--- src/rtl/fpas_pkg.sv ---
package fpas_pkg;

  typedef enum logic [1:0] {
    RM_NEAREST = 2'b00,
    RM_ZERO    = 2'b01,
    RM_DOWN    = 2'b10,
    RM_UP      = 2'b11
  } rmode_e;

  // Decide the rounding increment from the kept LSB, the first dropped
  // bit and the OR of everything below it.
  function automatic logic round_up_f(input rmode_e rm, input logic sign,
                                      input logic lsb, input logic g,
                                      input logic st);
    logic up;
    case (rm)
      RM_NEAREST: up = g & (st | lsb);
      RM_ZERO:    up = 1'b0;
      RM_DOWN:    up = (g | st) & sign;
      default:    up = (g | st) & ~sign;
    endcase
    return up;
  endfunction

endpackage

--- src/rtl/fpas_align_add.sv ---
module fpas_align_add #(
  parameter int EXP_W = 11,
  parameter int MAN_W = 32
) (
  input  logic                 a_sign,
  input  logic [EXP_W-1:0]     a_exp,
  input  logic [MAN_W-1:0]     a_mant,
  input  logic                 b_sign,
  input  logic [EXP_W-1:0]     b_exp,
  input  logic [MAN_W-1:0]     b_mant,
  input  logic                 sub,
  output logic [MAN_W+3:0]     sum,
  output logic [EXP_W-1:0]     big_exp,
  output logic                 res_sign,
  output logic                 carry_ev
);
  localparam int EXT_W = MAN_W + 3;
  localparam int SUM_W = EXT_W + 1;
  localparam int WIN_W = 2 * MAN_W;
  localparam logic [EXP_W-1:0] WIN_LIM = EXP_W'(WIN_W);

  // Shift the mantissa right across a double-width window; the first two
  // bits below the mantissa become guard and round, the rest fold to sticky.
  function automatic logic [EXT_W-1:0] align_f(input logic [MAN_W-1:0] m,
                                               input logic [EXP_W-1:0] sh);
    logic [WIN_W-1:0] win;
    if (sh >= WIN_LIM) return {{(EXT_W-1){1'b0}}, |m};
    win = {m, {MAN_W{1'b0}}} >> sh;
    return {win[WIN_W-1:MAN_W-2], |win[MAN_W-3:0]};
  endfunction

  logic [EXP_W:0]     diff_ab, diff_ba;
  logic               a_big, eff_sub;
  logic [EXP_W-1:0]   shamt;
  logic [MAN_W-1:0]   big_m, small_m;
  logic [EXT_W-1:0]   small_al;
  logic [SUM_W-1:0]   big_x, small_x;

  always_comb begin
    diff_ab  = {1'b0, a_exp} - {1'b0, b_exp};
    diff_ba  = {1'b0, b_exp} - {1'b0, a_exp};
    a_big    = ~diff_ab[EXP_W] & ((a_exp != b_exp) | (a_mant >= b_mant));
    shamt    = a_big ? diff_ab[EXP_W-1:0] : diff_ba[EXP_W-1:0];
    big_exp  = a_big ? a_exp : b_exp;
    big_m    = a_big ? a_mant : b_mant;
    small_m  = a_big ? b_mant : a_mant;
    small_al = align_f(small_m, shamt);
    eff_sub  = a_sign ^ b_sign ^ sub;
    big_x    = {1'b0, big_m, 3'b000};
    small_x  = {1'b0, small_al};
    sum      = eff_sub ? big_x - small_x : big_x + small_x;
    res_sign = a_big ? a_sign : (b_sign ^ sub);
    carry_ev = sum[SUM_W-1];
  end

endmodule

--- src/rtl/fpas_norm_round.sv ---
module fpas_norm_round
  import fpas_pkg::*;
#(
  parameter int EXP_W    = 11,
  parameter int MAN_W    = 32,
  parameter int NARROW_W = 24
) (
  input  logic [MAN_W+3:0]   sum,
  input  logic [EXP_W-1:0]   exp_in,
  input  logic               sign_in,
  input  logic               narrow,
  input  rmode_e             rm,
  output logic               sign_out,
  output logic [EXP_W-1:0]   exp_out,
  output logic [MAN_W-1:0]   mant_out,
  output logic               round_up_ev,
  output logic               round_ovf_ev
);
  localparam int EXT_W = MAN_W + 3;
  localparam int SUM_W = EXT_W + 1;
  localparam int DROP  = MAN_W - NARROW_W;
  localparam int LZW   = $clog2(EXT_W + 1);

  function automatic logic [LZW-1:0] lzc_f(input logic [EXT_W-1:0] v);
    logic [LZW-1:0] n;
    logic hit;
    n = '0;
    hit = 1'b0;
    for (int i = EXT_W - 1; i >= 0; i--) begin
      if (!hit && !v[i]) n = n + 1'b1;
      else hit = 1'b1;
    end
    return n;
  endfunction

  logic [LZW-1:0]   lz;
  logic [EXT_W-1:0] nrm;
  logic [EXP_W-1:0] e_n;
  logic [MAN_W-1:0] m_k, m_t;
  logic             lsb, g, st, is_zero;
  logic [MAN_W:0]   inc, rsum;

  always_comb begin
    lz = lzc_f(sum[EXT_W-1:0]);
    if (sum[SUM_W-1]) begin
      nrm = {sum[SUM_W-1:2], sum[1] | sum[0]};
      e_n = exp_in + 1'b1;
    end else begin
      nrm = sum[EXT_W-1:0] << lz;
      e_n = exp_in - EXP_W'(lz);
    end
    m_k = nrm[EXT_W-1:3];
    if (narrow) begin
      lsb = m_k[DROP];
      g   = m_k[DROP-1];
      st  = (|m_k[DROP-2:0]) | (|nrm[2:0]);
      m_t = {m_k[MAN_W-1:DROP], {DROP{1'b0}}};
      inc = (MAN_W+1)'(1) << DROP;
    end else begin
      lsb = m_k[0];
      g   = nrm[2];
      st  = nrm[1] | nrm[0];
      m_t = m_k;
      inc = (MAN_W+1)'(1);
    end
    round_up_ev  = round_up_f(rm, sign_in, lsb, g, st);
    rsum         = {1'b0, m_t} + (round_up_ev ? inc : '0);
    round_ovf_ev = rsum[MAN_W];
    is_zero      = (sum == '0);
    if (is_zero) begin
      sign_out = 1'b0;
      exp_out  = '0;
      mant_out = '0;
    end else begin
      sign_out = sign_in;
      exp_out  = round_ovf_ev ? e_n + 1'b1 : e_n;
      mant_out = round_ovf_ev ? {1'b1, {(MAN_W-1){1'b0}}} : rsum[MAN_W-1:0];
    end
  end

endmodule

--- src/rtl/fp_addsub.sv ---
module fp_addsub
  import fpas_pkg::*;
#(
  parameter int EXP_W    = 11,
  parameter int MAN_W    = 32,
  parameter int NARROW_W = 24
) (
  input  logic              clk,
  input  logic              rst_n,
  input  logic              start_i,
  input  logic              sub_i,
  input  logic              prec24_i,
  input  logic [1:0]        rmode_i,
  input  logic              a_sign_i,
  input  logic [EXP_W-1:0]  a_exp_i,
  input  logic [MAN_W-1:0]  a_mant_i,
  input  logic              b_sign_i,
  input  logic [EXP_W-1:0]  b_exp_i,
  input  logic [MAN_W-1:0]  b_mant_i,
  output logic              valid_o,
  output logic              res_sign_o,
  output logic [EXP_W-1:0]  res_exp_o,
  output logic [MAN_W-1:0]  res_mant_o
);
  localparam int SUM_W = MAN_W + 4;

  // Stage 1: compare, align, add
  logic [SUM_W-1:0] c_sum;
  logic [EXP_W-1:0] big_exp;
  logic             c_sign;
  logic             ev_add_carry;

  fpas_align_add #(.EXP_W(EXP_W), .MAN_W(MAN_W)) u_align (
    .a_sign(a_sign_i), .a_exp(a_exp_i), .a_mant(a_mant_i),
    .b_sign(b_sign_i), .b_exp(b_exp_i), .b_mant(b_mant_i),
    .sub(sub_i), .sum(c_sum), .big_exp(big_exp),
    .res_sign(c_sign), .carry_ev(ev_add_carry)
  );

  logic             s1_valid, s1_sign, s1_narrow;
  logic [SUM_W-1:0] s1_sum;
  logic [EXP_W-1:0] s1_exp;
  rmode_e           s1_rm;

  always_ff @(posedge clk or negedge rst_n) begin
    if (!rst_n) begin
      s1_valid  <= 1'b0;
      s1_sum    <= '0;
      s1_exp    <= '0;
      s1_sign   <= 1'b0;
      s1_narrow <= 1'b0;
      s1_rm     <= RM_NEAREST;
    end else begin
      s1_valid <= start_i;
      if (start_i) begin
        s1_sum    <= c_sum;
        s1_exp    <= big_exp;
        s1_sign   <= c_sign;
        s1_narrow <= prec24_i;
        s1_rm     <= rmode_e'(rmode_i);
      end
    end
  end

  // Stage 2: normalize, round
  logic             n_sign;
  logic [EXP_W-1:0] n_exp;
  logic [MAN_W-1:0] n_mant;
  logic             ev_round_up, ev_round_ovf;

  fpas_norm_round #(.EXP_W(EXP_W), .MAN_W(MAN_W), .NARROW_W(NARROW_W)) u_norm (
    .sum(s1_sum), .exp_in(s1_exp), .sign_in(s1_sign),
    .narrow(s1_narrow), .rm(s1_rm),
    .sign_out(n_sign), .exp_out(n_exp), .mant_out(n_mant),
    .round_up_ev(ev_round_up), .round_ovf_ev(ev_round_ovf)
  );

  always_ff @(posedge clk or negedge rst_n) begin
    if (!rst_n) begin
      valid_o    <= 1'b0;
      res_sign_o <= 1'b0;
      res_exp_o  <= '0;
      res_mant_o <= '0;
    end else begin
      valid_o <= s1_valid;
      if (s1_valid) begin
        res_sign_o <= n_sign;
        res_exp_o  <= n_exp;
        res_mant_o <= n_mant;
      end
    end
  end

endmodule

--- config.mk ---
export PLATFORM = sky130hd
export DESIGN_NAME = fp_addsub
export DESIGN_NICKNAME = d
export VERILOG_FILES = /design/src/rtl/fpas_pkg.sv /design/src/rtl/fpas_align_add.sv /design/src/rtl/fpas_norm_round.sv /design/src/rtl/fp_addsub.sv
export SDC_FILE = /design/constraint.sdc
export NUM_CORES = 1
export LEC_CHECK = 0
export ABC_AREA = 0
export BUFFER_PORTS_ARGS = -buffer_cell sky130_fd_sc_hd__buf_2
export CORE_MARGIN = 10
export CORE_UTILIZATION = 46
export DETAILED_ROUTE_END_ITERATION = 8
export GPL_ROUTABILITY_DRIVEN = 0
export GPL_TIMING_DRIVEN = 0
export HOLD_SLACK_MARGIN = 0.02
export REMOVE_ABC_BUFFERS = 1
export SYNTH_ARGS = -nofsm -noshare
export SYNTH_HDL_FRONTEND = slang
export SYNTH_SLANG_ARGS = --single-unit
--- constraint.sdc ---
create_clock -name clk -period 32 [get_ports clk]
set_input_delay 6.4 -clock clk [delete_from_list [all_inputs] [get_ports clk]]
set_output_delay 6.4 -clock clk [all_outputs]
set_load 0.05 [all_outputs]
==> reports/qor.txt, run 1 <==
worst hold path type = flop to flop
Chip Height = 245 µm
synthesis-stage register bit count = 97
Worst setup EP type = flop
Fin Setup TNS = 0 ns
Final Hold Viols = 0
area of the multi-input gates = 19400 µm²
fraction of registers with async set/reset = 1.00
Port Buffers = 139
post-synth cell types = 116
GRT Total Usage = 0.256
Fmax achieved = 35.2 MHz
Cell Area, Synth = 23300 µm²
critical-path maximum fanout = 53
Initial Util = 0.465
r2r setup slk = 3.56 ns
GRT busiest layer = met2
Gate Count Post-Synth = 3317
critical path start-end classification = flop to flop
number of global-route vias before repair = 23800
Seq/Total Area, Yosys = 0.104
main flop type after synthesis = dfrtp_1
die area = 60100 µm²
Core Area = 50200 µm²
CTS H-Tree Depth = 3
top post-synthesis cells by area = dfrtp_1 (10%), ha_1 (8.9%), mux2i_1 (7.0%)
RSZ-0062 raised after global routing = false
most common cell type on the critical path = ha_1
Row Count = 82
max cap viols = 0
Worst EP required = 32.18 ns
Ports = 140
layout net count = 3522
worst skew pair latency = 0.37 ns
routed via count = 25200
Worst Skew = 0.0175 ns
hold buffers post-CTS = 0
Yosys top cell area share = 0.104
most frequent cell after synthesis = nand2_1
Layout area overhead = 6.15%
Slew Viols, Final = 0
Max IR drop VDD = 0.0000436 V
Slew HR = 0.175
met2 Usage GRT = 0.444
hpwl dp = 63700 µm
status = completed
Final Critical Period = 28.44 ns
Final setup viols = 0
Sequential cell area = 2430 µm²
Final period util = 0.889
crit path from = s1_sum[33]$_DFFE_PN0P_
Clk Tree Root Cell = clkbuf_16
Reg clk slew, reported paths = 0.07 ns
pin count of the biggest net entering global routing = 95
met1 Use GR = 0.322
met3 usage in global routing = 0.0289
Synth Warn # = 0
Routed Antenna Nets = 0
Final Routed Wirelength = 81300 µm
Post-synth EDFFs = 0
total global routing overflow = 0
drt pass-1 iters = 6
DRC = 0
layout cells sized above 1 = 0.107
Crit path largest cell delay = 0.83 ns
Hold Startpoint = res_mant_o[11]$_DFFE_PN0P_
type of origin of the critical path = flop
# diodes = 0
Max clock buf depth = 2
initial antenna violation count = 0
Avg Cell Area, Syn = 7.03 µm²
power per cell area = 59.2 nW/µm²
clock sink total = 97
Die X = 245 µm
worst slew pin tran = 1.24 ns
drt first-iter violations = 2447
biggest area consumer among synthesized cells = dfrtp_1
Leak = 0.0109 µW
Routed wire per std cell = 20.7 µm
global-route wire length before repair = 128000 µm
CTS tree = built
post-cts resize count = 0
crit path max-delay cell type = or2_1
crit path DAT = 28.62 ns
filler cell count = 5060
Num CTS Buffers = 9
Final Instance Area = 24800 µm²
post-DR vias/cell = 6.41
Post-CTS Setup Bufs = 0
FF-to-FF Start = s1_sum[33]$_DFFE_PN0P_
area post-placement = 24400 µm²
Synth top cells by count = nand2_1 (345), nor2_1 (304), a21oi_1 (246), o21ai_0 (227), inv_1 (199)
## critical path: cells and delay by family, from the launching register on
kind                       cells  cell delay, ns
adders and majority gates     34           10.77
DFF                            1            0.65
buffers and inverters          5            1.21
and+or+nand+nor               40            5.61
muxes                         16            3.16
AOI/OAI and AO/OA             31            6.79
## power breakdown
part / leakage, µW / internal [µW] / switching (µW)
sequential: 0.00115 / 163 / 72.1
combinational: 0.00964 / 405 / 711
clock: 0.000149 / 62.0 / 52.4
total: 0.0109 / 629 / 835
## placed cells by master, fill, tap and decap left out, types with 81 or more instances in the layout
master,count
nand3_1,92
inv_1,199
xnor2_1,109
buf_2,137
nor2_1,300
a21oi_1,244
dfrtp_1,96
nor3_1,81
nand2_1,344
mux2i_1,164
o21ai_0,225
ha_1,165
## final cells by class
type / count / share of cell area
Clock buffer: 10 / 0.00925
Clock inverter: 6 / 0.00308
Multi-Input combinational cell: 2790 / 0.782
Tap cell: 672 / 0.0340
Timing Repair Buffer: 157 / 0.0430
Sequential cell: 97 / 0.0981
Inverter: 202 / 0.0306
## metrics by stage
stage,setup slack (ns),total power (µW),hold slack [ns],instances,util
2_1_floorplan,5.32,1030,0.496,3089,-
3_3_place_gp,0.583,1300,0.515,3900,0.477
3_5_place_dp,3.91,1330,0.517,3918,0.487
4_1_cts,3.77,1450,0.529,3934,0.493
5_1_grt,1.49,1580,0.546,3934,0.493
6_report,3.56,1460,0.526,3934,0.493
## flip-flops by register name (all words and copies together), names as in the netlist
register / count
valid_o: 1
res_mant_o: 32
res_sign_o: 1
s1_rm: 2
s1_narrow: 1
s1_exp: 11
s1_sign: 1
s1_valid: 1
s1_sum: 36
res_exp_o: 11
## logic make-up after synthesis
family / count (synthesis) / synth area share
AOI/OAI and AO/OA: 958 / 0.267
xor gates and xnor gates: 196 / 0.0879
adders and majority gates: 172 / 0.0933
buffers and inverters: 430 / 0.0718
DFF: 97 / 0.104
muxes: 245 / 0.118
and+or+nand+nor: 1219 / 0.258
## final timing paths
kind                                               to  cells after the start
max                        res_mant_o[24]$_DFFE_PN0P_                    126
min                        res_mant_o[11]$_DFFE_PN0P_                      2
max reg2reg                res_mant_o[24]$_DFFE_PN0P_                    126
min reg2reg                res_mant_o[11]$_DFFE_PN0P_                      2
max in group asynchronous      s1_sum[35]$_DFFE_PN0P_                      2
min in group asynchronous   res_mant_o[1]$_DFFE_PN0P_                      1
## metal layers
metal	wire length, µm	vias up
met5	0	-
met4	3050	0
met2	39200	1032
li1	-	12000
met1	34000	12000
met3	5050	212
Note: power is estimated with default switching activity, not from simulation.
==> inputs of run 2 (changes only) <==
--- a/config.mk
+++ b/config.mk
@@ -13,6 +13,7 @@
 export GPL_ROUTABILITY_DRIVEN = 0
 export GPL_TIMING_DRIVEN = 0
 export HOLD_SLACK_MARGIN = 0.02
+export MAX_ROUTING_LAYER = met4
 export REMOVE_ABC_BUFFERS = 1
 export SYNTH_ARGS = -nofsm -noshare
 export SYNTH_HDL_FRONTEND = slang
==> run 2 against run 1 <==
Compared with the run above:
- clock-buffer cell count is the same
- clock skew shrank 0.0019 ns
- via count is 0.56% higher
- critical path depth is the same
- clock power hardly changed
- highest routed layer unchanged
- largest cell class unchanged
- utilization unchanged
- routed wire length hardly changed
==> reports/qor.txt, run 2 (same netlist as run 1, synthesis figures left out) <==
status = completed
Worst setup EP type = flop
Max IR drop VDD = 0.0000435 V (about the same)
hpwl dp = 63700 µm (unchanged)
area of the multi-input gates = 19400 µm² (unchanged)
Layout area overhead = 6.15% (unchanged)
drt first-iter violations = 2709 (+11%)
post-cts resize count = 0 (unchanged)
Row Count = 82 (unchanged)
most frequent cells in the layout = nand2_1 (344), nor2_1 (300), a21oi_1 (244)
P_int = 629 µW (about the same)
Final Hold Viols = 0 (unchanged)
Final period util = 0.890 (+0.00135)
initial antenna violation count = 0 (unchanged)
worst skew pair latency = 0.37 ns (about the same)
number of global-route vias before repair = 23800 (+0.19%)
routed via count = 25400 (+0.56%)
global-route wire length before repair = 128000 µm (about the same)
Crit path largest cell delay = 0.82 ns (about the same)
combinational fraction of design power = 0.762 (about the same)
Max clock buf depth = 2 (unchanged)
total global routing overflow = 0 (unchanged)
Slew HR = 0.187 (+0.0117)
type of origin of the critical path = flop
Post-CTS Setup Bufs = 0 (unchanged)
Worst EP required = 32.18 ns (about the same)
Routed wire per std cell = 20.7 µm (about the same)
layout net count = 3522 (unchanged)
Ports = 140 (unchanged)
Inst Count DP = 3918 (unchanged)
Initial Util = 0.465 (unchanged)
Final Routed Wirelength = 81300 µm (about the same)
most common cell type on the critical path = ha_1
Routed Antenna Nets = 0 (unchanged)
post-DR vias/cell = 6.45 (+0.56%)
sw frac = 0.570 (about the same)
number of flip-flops in the largest register = 36 (unchanged)
critical path start-end classification = flop to flop
Final Critical Period = 28.48 ns (+0.0432 ns)
Worst Skew = 0.0156 ns (-0.00187 ns)
power per cell area = 59.1 nW/µm² (about the same)
Die X = 245 µm (unchanged)
worst hold path type = flop to flop
crit path max-delay cell type = or2_1
CTS tree = built
DRC = 0 (unchanged)
clock sink total = 97 (unchanged)
clock share of power = 0.078 (about the same)
die area = 60100 µm² (unchanged)
Net Switching = 835 µW (about the same)
filler cell count = 5060 (unchanged)
Core Area = 50200 µm² (unchanged)
Clk Tree Root Cell = clkbuf_16
Num CTS Buffers = 9 (unchanged)
Port Buffers = 139 (unchanged)
CTS H-Tree Depth = 3 (unchanged)
hold buffers post-CTS = 0 (unchanged)
Fin Setup TNS = 0 ns (unchanged)
pin count of the biggest net entering global routing = 95 (unchanged)
Leak = 0.0109 µW (unchanged)
critical-path maximum fanout = 53 (unchanged)
Slew Viols, Final = 0 (unchanged)
max cap viols = 0 (unchanged)
biggest regs = s1_sum: 36 flops, res_mant_o: 32 flops
Buf/Inv on CP = 5 (unchanged)
Reg clk slew, reported paths = 0.07 ns (about the same)
# diodes = 0 (unchanged)
Sequential cell area = 2430 µm² (unchanged)
Chip Height = 245 µm (unchanged)
worst slew pin tran = 1.22 ns (-0.0175 ns)
layout cells sized above 1 = 0.107 (unchanged)
commonest non-fill, non-tap cell in the layout = nand2_1
sequential power share = 0.160 (about the same)
critical path's top delay family = adder cells
Final setup viols = 0 (unchanged)
Final Non-Filler Cells = 3934 (unchanged)
GRT Total Usage = 0.264 (+0.00760)
crit path DAT = 28.67 ns (+0.05 ns)
Fmax achieved = 35.1 MHz (-0.15%)
RSZ-0062 raised after global routing = false
drt pass-1 iters = 6 (unchanged)
Top reg by flops = s1_sum
[run 2: cell counts in the layout (fill, tap and decap cells not counted)]
Identical to the previous run, type by type.
[run 2: through the flow]
step	util	hold WS (ns)	power [µW]	instance area, µm²	setup WS, ns
global placement	0.477	0.515	1300	23900	0.583
finish	0.493	0.525	1460	24800	3.52
floorplan	-	0.496	1030	22400	5.32
global route	0.493	0.546	1580	24800	1.49
detailed placement	0.487	0.517	1330	24400	3.91
CTS	0.493	0.529	1450	24800	3.77
[run 2: power by group through the flow]
stage | Clock, µW | Sequential [µW] | Combinational [µW]
6_report | 114 | 235 | 1120
5_1_grt | 121 | 240 | 1220
4_1_cts | 115 | 233 | 1100
3_5_place_dp | 0 | 235 | 1090
3_3_place_gp | 0 | 234 | 1070
2_1_floorplan | 0 | 300 | 729
[run 2: layout make-up]
| type | count | area share |
|---|---|---|
| clock buffer | 10 | 0.00925 |
| clock inverter | 6 | 0.00308 |
| inverter | 202 | 0.0306 |
| tap | 672 | 0.0340 |
| sequential | 97 | 0.0981 |
| multi-input combinational | 2790 | 0.782 |
| timing repair buffer | 157 | 0.0430 |
[run 2: layer usage]
layer	up-vias	GRT usage	wire [µm]	share of wire
li1	12000	-	-	-
met4	0	0.0937	3000	0.037
met2	1114	0.443	39200	0.48
met1	12100	0.324	34300	0.42
met5	-	-	0	0
met3	215	0.0272	4870	0.060
[run 2: worst reg2reg max path: cells and delay by family, from the launching register on]
kind | cells | cell delay (ns)
muxes | 16 | 3.18
AOI/OAI and AO/OA | 31 | 6.85
and+or+nand+nor | 40 | 5.62
DFF | 1 | 0.65
adders and majority gates | 34 | 10.80
buffers and inverters | 5 | 1.22
[run 2: worst paths after layout]
| kind | cells after the start | from | slack [ns] | to |
|---|---|---|---|---|
| worst max-delay path | 126 | s1_sum[33]$_DFFE_PN0P_ | 3.52 | res_mant_o[24]$_DFFE_PN0P_ |
| worst min-delay path | 2 | res_mant_o[11]$_DFFE_PN0P_ | 0.53 | res_mant_o[11]$_DFFE_PN0P_ |
| worst max register to register | 126 | s1_sum[33]$_DFFE_PN0P_ | 3.52 | res_mant_o[24]$_DFFE_PN0P_ |
| worst min register to register | 2 | res_mant_o[11]$_DFFE_PN0P_ | 0.53 | res_mant_o[11]$_DFFE_PN0P_ |
| max in group asynchronous | 2 | rst_n | 25.39 | s1_sum[35]$_DFFE_PN0P_ |
| min in group asynchronous | 1 | rst_n | 5.93 | res_mant_o[1]$_DFFE_PN0P_ |
